===== config.mk =====
export PLATFORM = sky130hd
export DESIGN_NAME = sim_exit_top
export DESIGN_NICKNAME = d
export VERILOG_FILES = /design/src/rtl/sim_exit_pkg.sv /design/src/rtl/exit_port.sv /design/src/rtl/core_seq.sv /design/src/rtl/sim_exit_top.sv
export SDC_FILE = /design/constraint.sdc
export NUM_CORES = 1
export LEC_CHECK = 0
export BUFFER_PORTS_ARGS = -buffer_cell sky130_fd_sc_hd__buf_2
export CAP_MARGIN = 20
export CORE_ASPECT_RATIO = 1.2
export CORE_MARGIN = 3
export CORE_UTILIZATION = 35
export CTS_BUF_LIST = sky130_fd_sc_hd__clkbuf_16
export DETAILED_ROUTE_END_ITERATION = 16
export GPL_TIMING_DRIVEN = 0
export SLEW_MARGIN = 10
export SYNTH_ARGS = -nofsm -noshare
export SYNTH_HDL_FRONTEND = slang
export SYNTH_SLANG_ARGS = --single-unit

===== constraint.sdc =====
create_clock -name clk -period 3.2 [get_ports clk]
set_input_delay 0.16 -clock clk [delete_from_list [all_inputs] [get_ports clk]]
set_output_delay 0.16 -clock clk [all_outputs]
set_load 0.005 [all_outputs]

===== src/rtl/sim_exit_pkg.sv =====
package sim_exit_pkg;
  localparam int unsigned XLEN = 32;

  typedef enum logic [2:0] {
    ST_FETCH  = 3'd0,
    ST_DECODE = 3'd1,
    ST_EXEC   = 3'd2,
    ST_MEM    = 3'd3,
    ST_WB     = 3'd4,
    ST_HALT   = 3'd5
  } seq_state_t;

  localparam logic [6:0] OPC_JUMP = 7'b1101111;

  function automatic logic [XLEN-1:0] jump_offset(input logic [XLEN-1:0] iw);
    jump_offset = {{(XLEN-20){iw[31]}}, iw[19:12], iw[20], iw[30:21], 1'b0};
  endfunction

  function automatic logic [XLEN-1:0] next_pc(input logic [XLEN-1:0] pc,
                                              input logic [XLEN-1:0] iw);
    if (iw[6:0] == OPC_JUMP) next_pc = pc + jump_offset(iw);
    else                     next_pc = pc + XLEN'(4);
  endfunction
endpackage


===== src/rtl/exit_port.sv =====
module exit_port #(
  parameter int unsigned     AW        = 32,
  parameter int unsigned     DW        = 32,
  parameter logic [AW-1:0]   EXIT_ADDR = 32'h1000_1FF8
) (
  input  logic            clk,
  input  logic            rst,
  input  logic            bus_valid,
  input  logic            bus_we,
  input  logic [DW/8-1:0] bus_be,
  input  logic [AW-1:0]   bus_addr,
  input  logic [DW-1:0]   bus_wdata,
  output logic [DW-1:0]   bus_rdata,
  output logic            word_hit,
  output logic            pulse,
  output logic [DW-1:0]   code
);
  localparam int unsigned BEW = DW / 8;

  logic addr_match;
  assign addr_match = (bus_addr == EXIT_ADDR);
  assign word_hit   = bus_valid && bus_we && addr_match && (bus_be == {BEW{1'b1}});

  always_ff @(posedge clk) begin
    if (rst) begin
      code  <= '0;
      pulse <= 1'b0;
    end else begin
      pulse <= word_hit;
      if (word_hit) code <= bus_wdata;
    end
  end

  assign bus_rdata = (bus_valid && !bus_we && addr_match) ? code : '0;
endmodule


===== src/rtl/core_seq.sv =====
module core_seq
  import sim_exit_pkg::*;
#(
  parameter logic [XLEN-1:0] RESET_PC = '0
) (
  input  logic            clk,
  input  logic            rst,
  input  logic            ext_halt,
  input  logic [XLEN-1:0] fetch_data,
  output logic            core_req,
  output logic [XLEN-1:0] core_addr,
  output logic            retire,
  output logic            halted,
  output logic            halt_flag
);
  seq_state_t      state, state_nx;
  logic [XLEN-1:0] pc, ir;

  always_comb begin
    unique case (state)
      ST_FETCH:  state_nx = ST_DECODE;
      ST_DECODE: state_nx = ST_EXEC;
      ST_EXEC:   state_nx = ST_MEM;
      ST_MEM:    state_nx = ST_WB;
      ST_WB:     state_nx = halt_flag ? ST_HALT : ST_FETCH;
      default:   state_nx = ST_HALT;
    endcase
  end

  always_ff @(posedge clk) begin
    if (rst) begin
      state     <= ST_FETCH;
      pc        <= RESET_PC;
      ir        <= '0;
      halt_flag <= 1'b0;
    end else begin
      state     <= state_nx;
      halt_flag <= halt_flag | ext_halt;
      if (state == ST_FETCH) ir <= fetch_data;
      if (state == ST_WB)    pc <= next_pc(pc, ir);
    end
  end

  assign core_req  = (state == ST_FETCH);
  assign core_addr = pc;
  assign retire    = (state == ST_WB);
  assign halted    = (state == ST_HALT);
endmodule


===== src/rtl/sim_exit_top.sv =====
module sim_exit_top
  import sim_exit_pkg::*;
#(
  parameter logic [XLEN-1:0] EXIT_ADDR = 32'h1000_1FF8,
  parameter logic [XLEN-1:0] RESET_PC  = 32'h0000_0000
) (
  input  logic            clk,
  input  logic            rst,
  input  logic            bus_valid,
  input  logic            bus_we,
  input  logic [3:0]      bus_be,
  input  logic [XLEN-1:0] bus_addr,
  input  logic [XLEN-1:0] bus_wdata,
  output logic [XLEN-1:0] bus_rdata,
  input  logic [XLEN-1:0] fetch_data,
  output logic            core_req,
  output logic [XLEN-1:0] core_addr,
  output logic            retire,
  output logic            halted,
  output logic            halt_pulse,
  output logic [XLEN-1:0] halt_code
);
  logic exit_word_hit;
  logic core_halt_flag;

  exit_port #(.AW(XLEN), .DW(XLEN), .EXIT_ADDR(EXIT_ADDR)) u_port (
    .clk(clk), .rst(rst),
    .bus_valid(bus_valid), .bus_we(bus_we), .bus_be(bus_be),
    .bus_addr(bus_addr), .bus_wdata(bus_wdata), .bus_rdata(bus_rdata),
    .word_hit(exit_word_hit), .pulse(halt_pulse), .code(halt_code)
  );

  core_seq #(.RESET_PC(RESET_PC)) u_core (
    .clk(clk), .rst(rst), .ext_halt(halt_pulse), .fetch_data(fetch_data),
    .core_req(core_req), .core_addr(core_addr), .retire(retire),
    .halted(halted), .halt_flag(core_halt_flag)
  );
endmodule


==> flow_summary.json, run 1 <==
{
  "via_per_inst": 5.409,
  "clkLatencyLatePin_ps": 350,
  "max_cap_violations": 0,
  "synthCells": 836,
  "post_route_cells_drive_above_1_share": 0.2221,
  "cts_hold_buf": 0,
  "leakage_nw": 3.373,
  "netlist_area_um2": 6073,
  "seq_power_share": 0.462,
  "path_delay_family": "compound AO/OA/AOI/OAI gates",
  "final_nets": 1180,
  "ys_types": 67,
  "worstSetupPathType": "register to register",
  "p_sw_mw": 0.7950,
  "synth.ff_latch_count": 95,
  "crit_path_end_kind": "register",
  "crit_required_ps": 3480,
  "n_antenna_cell": 0,
  "path_clk_slew_ps": 80,
  "ir_drop_mv": 0.2005,
  "design_area_um2": 7635,
  "fillers": 1833,
  "start_kind": "register",
  "path_cells": "ha_1 -> inv_1 -> fa_1 -> nand2b_1 -> a21oi_2 -> o2111ai_1 -> a21o_1 -> a211oi_4 -> o21ai_1 -> mux2_2 -> a21oi_1",
  "fin_skew_ps": 7.982,
  "die_w_um": 126.3,
  "initial_core_util": 0.3590,
  "p_comb_frac": 0.146,
  "hold_violations": 0,
  "dpl.hpwl_um": 17870,
  "synthArstFlopShare": 0,
  "cts_buffers": 9,
  "syn_nets": 972,
  "area_growth_pct": 25.71,
  "dp.cells": 1249,
  "finalNonFillerCells": 1265,
  "antenna_found_initial": 0,
  "seqCellArea_um2": 1903,
  "cts_tree": "yes",
  "max_slew_margin": 0.5080,
  "yosysSeqAreaShare": 0.3131,
  "gp_congestion": 0.8967,
  "fmax_mhz": 332.6,
  "wire_per_inst_um": 17.66,
  "cts_sinks": 95,
  "coreArea_um2": 16920,
  "drt-total-wl_um": 22350,
  "critPathArrivalTime_ps": 3290,
  "switching_share": 0.2913,
  "syn_area_per_cell_um2": 7.265,
  "tightest_slew_ps": 732.4,
  "rsz0062_at_grt": "false",
  "cp_num_buf_inv": 1,
  "dpl-instance-area_um2": 7330,
  "overflow": 0,
  "synth_ff_type": "dfxtp_1",
  "max_stage_delay_ps": 430,
  "synth_top_cell_by_area": "dfxtp_1",
  "postRouteAntennaNets": 0,
  "yosys.area.top_type_share": 0.3131,
  "internal_power_mw": 1.935,
  "multiInputGateArea_um2": 3935,
  "cp_max_fo": 5,
  "power-per-cell-area_nw_per_um2": 357.5,
  "min_period_over_period": 0.9397,
  "yosys_warnings": 0,
  "first_pass_iters": 7,
  "route.detailed.drc": 0,
  "cts-root-buf": "clkbuf_16",
  "run_status": "finished clean",
  "fp.dieH_um": 150.3,
  "slew_violations": 0,
  "rows": 52,
  "min_period_ps": 3007,
  "clockBufferDepth": 2,
  "synth_edf_count": 0,
  "cts_max_level": 3,
  "first_iter_violations": 447,
  "hold_class": "input port to register",
  "setup_violations": 0,
  "yosys-top-cells-area": "dfxtp_1 31%, nand2_1 11%, a21oi_1 11%, ha_1 6.4%, and2_1 3.7%",
  "grt_pass1_wl_um": 33850,
  "dr_total_vias": 6843,
  "die-area_um2": 18980,
  "ioPinCount": 204,
  "crit_path_top_delay_cell": "dfxtp_1",
  "grt_usage": 0.2251,
  "grt_pass1_vias": 6334,
  "p_clk_frac": 0.392,
  "grt_max_degree": 20,
  "port-buffer-count": 197
}
[sequential cells by signal, summed over array words and instances (netlist names)]
signal	cells
u_core.halt_flag	1
u_port.pulse	1
u_core.state	3
u_port.code	32
u_core.ir	27
u_core.core_addr	31
[through the flow]
stage          worst slack, ps  TNS (ps)  hold WS, ps  total power [mW]    util
3_3_place_gp            -115.9    -115.9        403.2             1.686  0.4333
5_1_grt                  44.46         0        40.70             2.869  0.4513
2_1_floorplan            576.7         0        296.0             1.531       -
3_5_place_dp            -74.53    -74.53        407.7             1.689  0.4333
4_1_cts                  123.8         0        34.29             2.758  0.4504
6_report                 193.1         0        42.41             2.730  0.4513
[placed cells by master (no fill, tap or decap), types with 4 or more instances in the layout]
| cell | netlist | layout |
|---|---|---|
| buf_2 | 3 | 200 |
| nand2_1 | 173 | 173 |
| a21oi_1 | 128 | 128 |
| dfxtp_1 | 95 | 94 |
| nor2_1 | 43 | 43 |
| o21ai_0 | 40 | 40 |
| and2_1 | 36 | 36 |
| clkbuf_1 | 34 | 34 |
| ha_1 | 31 | 31 |
| nor3_1 | 22 | 22 |
| nand3_1 | 20 | 20 |
| a21o_1 | 17 | 17 |
| inv_1 | 17 | 17 |
| xnor2_1 | 12 | 12 |
| nand4_1 | 10 | 10 |
| clkbuf_16 | 0 | 9 |
| and3_1 | 8 | 8 |
| xor2_1 | 7 | 7 |
| a211oi_1 | 7 | 7 |
| or3_1 | 7 | 7 |
| buf_1 | 7 | 7 |
| nand2b_1 | 6 | 6 |
| o31ai_1 | 6 | 6 |
| o211ai_1 | 6 | 6 |
| nor2b_1 | 5 | 5 |
| o21a_1 | 5 | 5 |
| a211o_1 | 5 | 5 |
| or4_1 | 5 | 5 |
| o21bai_1 | 5 | 5 |
| o311ai_0 | 5 | 5 |
| nand4b_1 | 4 | 4 |
| and4_1 | 4 | 4 |
| a31oi_1 | 4 | 4 |
| mux2i_1 | 4 | 4 |
[per-layer routing]
layer | routed length (um) | part of all wire | track usage | vias to the layer above
met5 | 0 | 0 | 0 | -
met4 | 799 | 0.036 | 0.08369 | 0
met3 | 1774 | 0.079 | 0.04933 | 51
met2 | 11110 | 0.50 | 0.4079 | 292
met1 | 8664 | 0.39 | 0.2592 | 3094
li1 | - | - | - | 3406
[cell type report]
type,instances,area share
Clock buffer,9,0.02950
Multi-Input combinational cell,677,0.5154
Timing Repair Buffer,197,0.1291
Sequential cell,95,0.2493
Buffer,46,0.02409
Clock inverter,7,0.008358
Tap cell,216,0.03540
Inverter,18,0.008850
[cell usage after synthesis, types with 7 or more instances]
master and number:
ha_1 31, dfxtp_1 95, nor2_1 43, xnor2_1 12
a21oi_1 128, inv_1 17, a211oi_1 7, and3_1 8
buf_1 7, and2_1 36, nand3_1 20, a21o_1 17
or3_1 7, nand4_1 10, clkbuf_1 34, nor3_1 22
xor2_1 7, nand2_1 173, o21ai_0 40
[power by group through the flow]
stage               clock (mW)  sequential [mW]  combinational (mW)
floorplan                    0             1.28               0.254
global placement             0             1.29               0.398
detailed placement           0             1.29               0.400
CTS                       1.10             1.26               0.401
global route              1.15             1.27               0.451
finish                    1.07             1.26               0.398
[cells by family (layout without fill, tap and decap cells)]
group | Yosys count | in the layout | synth area share
AO/OA/AOI/OAI | 260 | 260 | 0.2610
adder cells (fa/ha/maj) | 32 | 32 | 0.06716
other | 1 | 1 | 0.0006175
flip-flops | 95 | 95 | 0.3131
buffers and inverters | 64 | 277 | 0.04141
multiplexers | 6 | 6 | 0.01030
XOR/XNOR | 19 | 19 | 0.02740
AND/OR/NAND/NOR | 359 | 359 | 0.2789
[path summary, 6_finish.rpt]
check                                         start              endpoint  slack, ps  cells past startpoint
worst max-delay path            u_core.core_addr[1]  u_core.core_addr[25]        190                     11
worst min-delay path                 fetch_data[18]         u_core.ir[18]         40                      3
worst min register to register         u_core.ir[4]          u_core.ir[4]        460                      2
worst max register to register  u_core.core_addr[1]  u_core.core_addr[25]        190                     11
[worst register-to-register path, stage by stage (launching register included)]
cell	delay [ps]
dfxtp_1	430
ha_1	210
inv_1	60
fa_1	390
nand2b_1	210
a21oi_2	190
o2111ai_1	190
a21o_1	310
a211oi_4	320
o21ai_1	210
mux2_2	310
a21oi_1	120
[repair_timing]
action	in CTS	in global routing
endpoints found under the setup margin	1	1
gates resized for setup	1	3
buffers inserted	0	0
No activity file was read; power rests on OpenSTA's default activity.
==> inputs of run 2 (changes only) <==
--- a/config.mk
+++ b/config.mk
@@ -5,6 +5,7 @@
 export SDC_FILE = /design/constraint.sdc
 export NUM_CORES = 1
 export LEC_CHECK = 0
+export ABC_AREA = 1
 export BUFFER_PORTS_ARGS = -buffer_cell sky130_fd_sc_hd__buf_2
 export CAP_MARGIN = 20
 export CORE_ASPECT_RATIO = 1.2
==> flow_summary.json, run 2 <==
{
  "run_status": "finished clean",
  "fin_tns_setup_ps": 0,
  "overflow": 0,
  "path_cells": "inv_1 -> fa_1 -> inv_1 -> nand3_1 -> nand3_1 -> nand2_1 -> nand3_1 -> nand2_1 -> nand2_1 -> nand2_1 -> nand3_1 -> nand3_1 -> a21oi_1",
  "n_antenna_cell": 0,
  "post_route_cells_drive_above_1_share": 0.2097,
  "syn_area_per_cell_um2": 6.148,
  "p_clk_frac": 0.388,
  "antenna_found_initial": 0,
  "max_cap_violations": 0,
  "clockBufferDepth": 2,
  "fillers": 2145,
  "first_pass_iters": 5,
  "final_nets": 1471,
  "synth_top_cell_by_area": "dfxtp_1",
  "max_stage_delay_ps": 490,
  "grt_pass1_vias": 7438,
  "area_growth_pct": 23.00,
  "die-area_um2": 21530,
  "leakage_nw": 4.204,
  "yosysSeqAreaShare": 0.2745,
  "cts_buffers": 9,
  "grt_pass1_wl_um": 39240,
  "yosys-top-cells-count": "245 x nand2_1, 162 x inv_1, 146 x nor2_1",
  "cp_common_cell": "nand3_1",
  "coreArea_um2": 19130,
  "p_sw_mw": 0.8454,
  "internal_power_mw": 1.940,
  "max_slew_margin": 0.4374,
  "cts_resized": 0,
  "largest_register_ffs": 32,
  "path_clk_slew_ps": 80,
  "first_iter_violations": 410,
  "cp_max_fo": 6,
  "rows": 55,
  "post_cts_buffers": 0,
  "synth_edf_count": 0,
  "crit_path_end_kind": "register",
  "power-per-cell-area_nw_per_um2": 326.8,
  "top_register": "u_port.code",
  "cts_max_level": 3,
  "port-buffer-count": 197,
  "rsz0062_at_grt": "false",
  "yosys.area.top_type_share": 0.2745,
  "fp.dieH_um": 160.1,
  "grt_usage": 0.2294,
  "switching_share": 0.3035,
  "hold_violations": 0,
  "ioPinCount": 204,
  "critPathArrivalTime_ps": 2750,
  "fmax_mhz": 404.9,
  "crit_path_top_delay_cell": "dfxtp_1",
  "via_per_inst": 4.961,
  "dr_total_vias": 7917,
  "synthCells": 1127,
  "p_comb_frac": 0.152,
  "grt_max_degree": 19,
  "worstSetupPathType": "register to register",
  "cts_tree": "yes",
  "clkLatencyLatePin_ps": 360,
  "cp_num_buf_inv": 2,
  "synthArstFlopShare": 0,
  "wire_per_inst_um": 15.88,
  "fin_skew_ps": 8.835,
  "route.detailed.drc": 0,
  "tightest_slew_ps": 843.9,
  "ys_types": 43,
  "postRouteAntennaNets": 0,
  "cts_sinks": 95,
  "min_period_ps": 2469,
  "cts-root-buf": "clkbuf_16",
  "cts_hold_buf": 0,
  "dpl.hpwl_um": 20570,
  "die_w_um": 134.4,
  "yosysMostFrequentCell": "nand2_1",
  "drt-total-wl_um": 25350,
  "slew_violations": 0,
  "netlist_area_um2": 6929,
  "ir_drop_mv": 0.2479,
  "min_period_over_period": 0.7717,
  "final_common_cell": "nand2_1",
  "start_kind": "register",
  "crit_required_ps": 3480,
  "setup_violations": 0,
  "synth_ff_type": "dfxtp_1",
  "yosys-top-cells-area": "dfxtp_1 27%, nand2_1 13%, inv_1 8.8%, nor2_1 7.9%, a21oi_1 6.3%",
  "initial_core_util": 0.3622,
  "power_mw": 2.785,
  "syn_nets": 1263,
  "final_cell_mix": "245 x nand2_1, 205 x buf_2, 162 x inv_1",
  "seq_power_share": 0.461,
  "yosys_warnings": 0,
  "synth.ff_latch_count": 95,
  "gp_congestion": 0.9531,
  "path_delay_family": "simple AND/OR/NAND/NOR gates",
  "hold_class": "input port to register"
}
## run 2: layer usage
layer / part of all wire / up-vias / global-route usage
li1: - / 4056 / -
met1: 0.42 / 3529 / 0.2839
met2: 0.49 / 284 / 0.3939
met3: 0.066 / 48 / 0.03497
met4: 0.032 / 0 / 0.09769
met5: 0 / - / 0
## run 2: worst min-delay path, cell delays in order
cell and delay (ps):
buf_2 70, nor2_1 30, nor2_1 80
## run 2: final timing paths
| kind | startpoint | endpoint | slack [ps] | cells after the start |
|---|---|---|---|---|
| max | u_core.core_addr[2] | u_core.core_addr[29] | 730 | 13 |
| min | fetch_data[23] | u_core.ir[23] | 20 | 3 |
| max reg2reg | u_core.core_addr[2] | u_core.core_addr[29] | 730 | 13 |
| min reg2reg | u_core.ir[1] | u_core.ir[1] | 460 | 2 |
## run 2: cell type report
class	instances	area (um2)	area share
plain buffers	35	167.7	0.01967
clock buffers	9	225.2	0.02642
clock inverters	7	62.56	0.007340
inverters	165	619.3	0.07267
multi-input cells	832	4240	0.4975
flip-flops and latches	95	1902	0.2231
well taps	256	320.3	0.03758
repair buffers	197	985.9	0.1157
## run 2: logic make-up after synthesis
family | Yosys count | synth area share
simple gates | 560 | 0.3624
compound gates | 221 | 0.1674
buf+inv | 200 | 0.1136
flops | 95 | 0.2745
fa+ha+maj | 32 | 0.05887
xor+xnor | 18 | 0.02275
other cells | 1 | 0.0005412
## run 2: per-stage QoR
step           area (um2)  hold slack, ps  utilization  setup WS (ps)  std cells
2_1_floorplan        6929           294.9            -           1334       1127
3_3_place_gp         8235           380.1       0.4305          808.4       1580
3_5_place_dp         8235           385.7       0.4305          797.2       1580
4_1_cts              8523           8.192       0.4455          762.6       1596
5_1_grt              8523           24.60       0.4455          564.4       1596
6_report             8523           18.91       0.4455          730.5       1596
## run 2: power by group through the flow
stage               Sequential [mW]  Clock [mW]  Combinational (mW)
floorplan                      1.29           0               0.262
global placement               1.31           0               0.418
detailed placement             1.31           0               0.419
CTS                            1.28        1.12               0.423
global route                   1.29        1.16               0.480
finish                         1.28        1.08               0.422
==> inputs of run 3 (changes only) <==
--- a/config.mk
+++ b/config.mk
@@ -5,7 +5,7 @@
 export SDC_FILE = /design/constraint.sdc
 export NUM_CORES = 1
 export LEC_CHECK = 0
-export ABC_AREA = 1
+export ABC_AREA = 0
 export BUFFER_PORTS_ARGS = -buffer_cell sky130_fd_sc_hd__buf_2
 export CAP_MARGIN = 20
 export CORE_ASPECT_RATIO = 1.2
==> constraint.sdc (replaced) <==
create_clock -name clk -period 2 [get_ports clk]
set_input_delay 0.1 -clock clk [delete_from_list [all_inputs] [get_ports clk]]
set_output_delay 0.1 -clock clk [all_outputs]
set_load 0.005 [all_outputs]
==> flow_summary.json, run 3 (synthesis gave the netlist of run 1 again) <==
{
  "run_status": "finished, violations left",
  "violations": "setup timing",
  "timing.hold.ws_ps": 31.87,
  "max_slew_margin": 0.5236,
  "final_nets": 1268,
  "setup_violations": 25,
  "reg2reg_from": "u_core.core_addr[13]",
  "grt_usage": 0.2386,
  "rows": 52,
  "max_stage_delay_ps": 430,
  "die-area_um2": 18980,
  "area_growth_pct": 51.61,
  "first_pass_iters": 5,
  "antenna_found_initial": 0,
  "crit_path_end_kind": "register",
  "cp-startpoint": "u_core.core_addr[13]",
  "finalNonFillerCells": 1353,
  "path_cells": "ha_2 -> nand2_1 -> nor2_2 -> nand2_1 -> a21o_4 -> a211oi_4 -> buf_6 -> o21ai_4 -> mux2_4 -> a21oi_2",
  "route.detailed.drc": 0,
  "critPathCapture": "u_core.core_addr[25]",
  "overflow": 0,
  "final_cell_mix": "204 x buf_2, 169 x nand2_1, 113 x a21oi_1",
  "cp_max_fo": 6,
  "grt_pass1_wl_um": 36430,
  "initial_core_util": 0.3590,
  "min_period_over_period": 1.289,
  "ir_drop_mv": 0.4090,
  "grt_pass1_vias": 7059,
  "post_route_cells_drive_above_1_share": 0.3421,
  "cts_buffers": 9,
  "r2r_setup_slack_ps": -580,
  "power-per-cell-area_nw_per_um2": 493.4,
  "clockBufferDepth": 2,
  "fmax_mhz": 387.8,
  "first_iter_violations": 394,
  "worstReg2RegEnd": "u_core.core_addr[25]",
  "cts_tree": "yes",
  "cts_sinks": 95,
  "ioPinCount": 204,
  "via_per_inst": 5.364,
  "min_period_ps": 2579,
  "power_mw": 4.543,
  "clkLatencyLatePin_ps": 360,
  "cp_num_buf_inv": 1,
  "largest_register_ffs": 32,
  "tightest_slew_ps": 714.6,
  "dp_slack_ps": -849.1,
  "crit_path_top_delay_cell": "ha_2",
  "setup_slack_ps": -578.9,
  "worstHoldPathCells": 3,
  "path_clk_slew_ps": 80,
  "gp_congestion": 0.8974,
  "critPathArrivalTime_ps": 2870,
  "top_register": "u_port.code",
  "fillers": 1690,
  "fp.dieH_um": 150.3,
  "cp_common_cell": "nand2_1",
  "hold_class": "input port to register",
  "n_antenna_cell": 0,
  "dpl.hpwl_um": 17330,
  "drt-total-wl_um": 23440,
  "leakage_nw": 3.950,
  "cts_max_level": 3,
  "path_delay_family": "compound AO/OA/AOI/OAI gates",
  "rsz0062_at_grt": "true",
  "grt_max_degree": 17,
  "r2r_cells": 10,
  "coreArea_um2": 16920,
  "crit_cells": 10,
  "wire_per_inst_um": 17.32,
  "postRouteAntennaNets": 0,
  "slew_violations": 0,
  "fin_skew_ps": 13.55,
  "die_w_um": 126.3,
  "max_cap_violations": 0,
  "hold_violations": 0,
  "worstSetupPathType": "register to register",
  "cts-root-buf": "clkbuf_16",
  "start_kind": "register",
  "fin_tns_setup_ps": -7393,
  "port-buffer-count": 197,
  "dp.cells": 1249,
  "dr_total_vias": 7257,
  "final_common_cell": "buf_2",
  "crit_required_ps": 2290
}
-- run 3: cell count changes in the layout (fill, tap and decap cells not counted), moves of 28 or more --
cell,change
nor2_2,-30
buf_4,+32
nor2_1,-108
o21ai_1,-28
nand3_1,-39
o21ai_0,-44
inv_1,-145
dlygate4sd3_1,+59
nand2_1,-76
and2_1,+34
-- run 3: layout make-up --
cell class	count	area (um2)	area share
Multi-Input combinational cell	677	4571	0.4964
Buffer	43	244.0	0.02650
Clock inverter	7	46.29	0.005028
Sequential cell	95	1953	0.2121
Tap cell	216	270.3	0.02935
Timing Repair Buffer	288	1828	0.1985
Inverter	18	70.07	0.007610
Clock buffer	9	225.2	0.02446
-- run 3: worst register-to-register path: stages, from the launching register on --
cell	delay [ps]
dfxtp_1	390
ha_2	430
nand2_1	200
nor2_2	270
nand2_1	100
a21o_4	220
a211oi_4	250
buf_6	150
o21ai_4	70
mux2_4	320
a21oi_2	110
-- run 3: routing by layer --
| metal | vias to the layer above | global-route usage | wire length, um |
|---|---|---|---|
| met4 | 0 | 0.1025 | 715 |
| met5 | - | 0 | 0 |
| li1 | 3582 | - | - |
| met3 | 49 | 0.04294 | 1491 |
| met2 | 297 | 0.4271 | 11790 |
| met1 | 3329 | 0.2795 | 9437 |
-- run 3: worst min-delay path by stage --
stage	from	to	slack [ps]
floorplan	fetch_data[31]	u_core.ir[31]	230
global placement	fetch_data[19]	u_core.ir[19]	340
detailed placement	fetch_data[21]	u_core.ir[21]	340
CTS	bus_we	u_port.pulse	10
global route	bus_we	u_port.pulse	50
finish	bus_we	u_port.pulse	30
-- run 3: through the flow --
step / utilization / area [um2]
6_report: 0.5443 / 9208
5_1_grt: 0.5443 / 9208
4_1_cts: 0.5300 / 8966
3_5_place_dp: 0.4518 / 7642
3_3_place_gp: 0.4518 / 7642
2_1_floorplan: - / 6386
-- run 3: repair_timing --
item | CTS | global route
setup endpoints to repair | 82 | 56
gates cloned | 0 | 0
pin swaps | 22 | 38
resized for setup | 82 | 63
setup buffers | 22 | 11
hold buffers | 59 | 0
endpoints found under the hold margin | 59 | 0
-- run 3: report_power, final --
group	internal [mW]	switching, mW
Sequential	1.95	0.0699
Clock	0.847	0.809
Combinational	0.425	0.441
Total	3.22	1.32
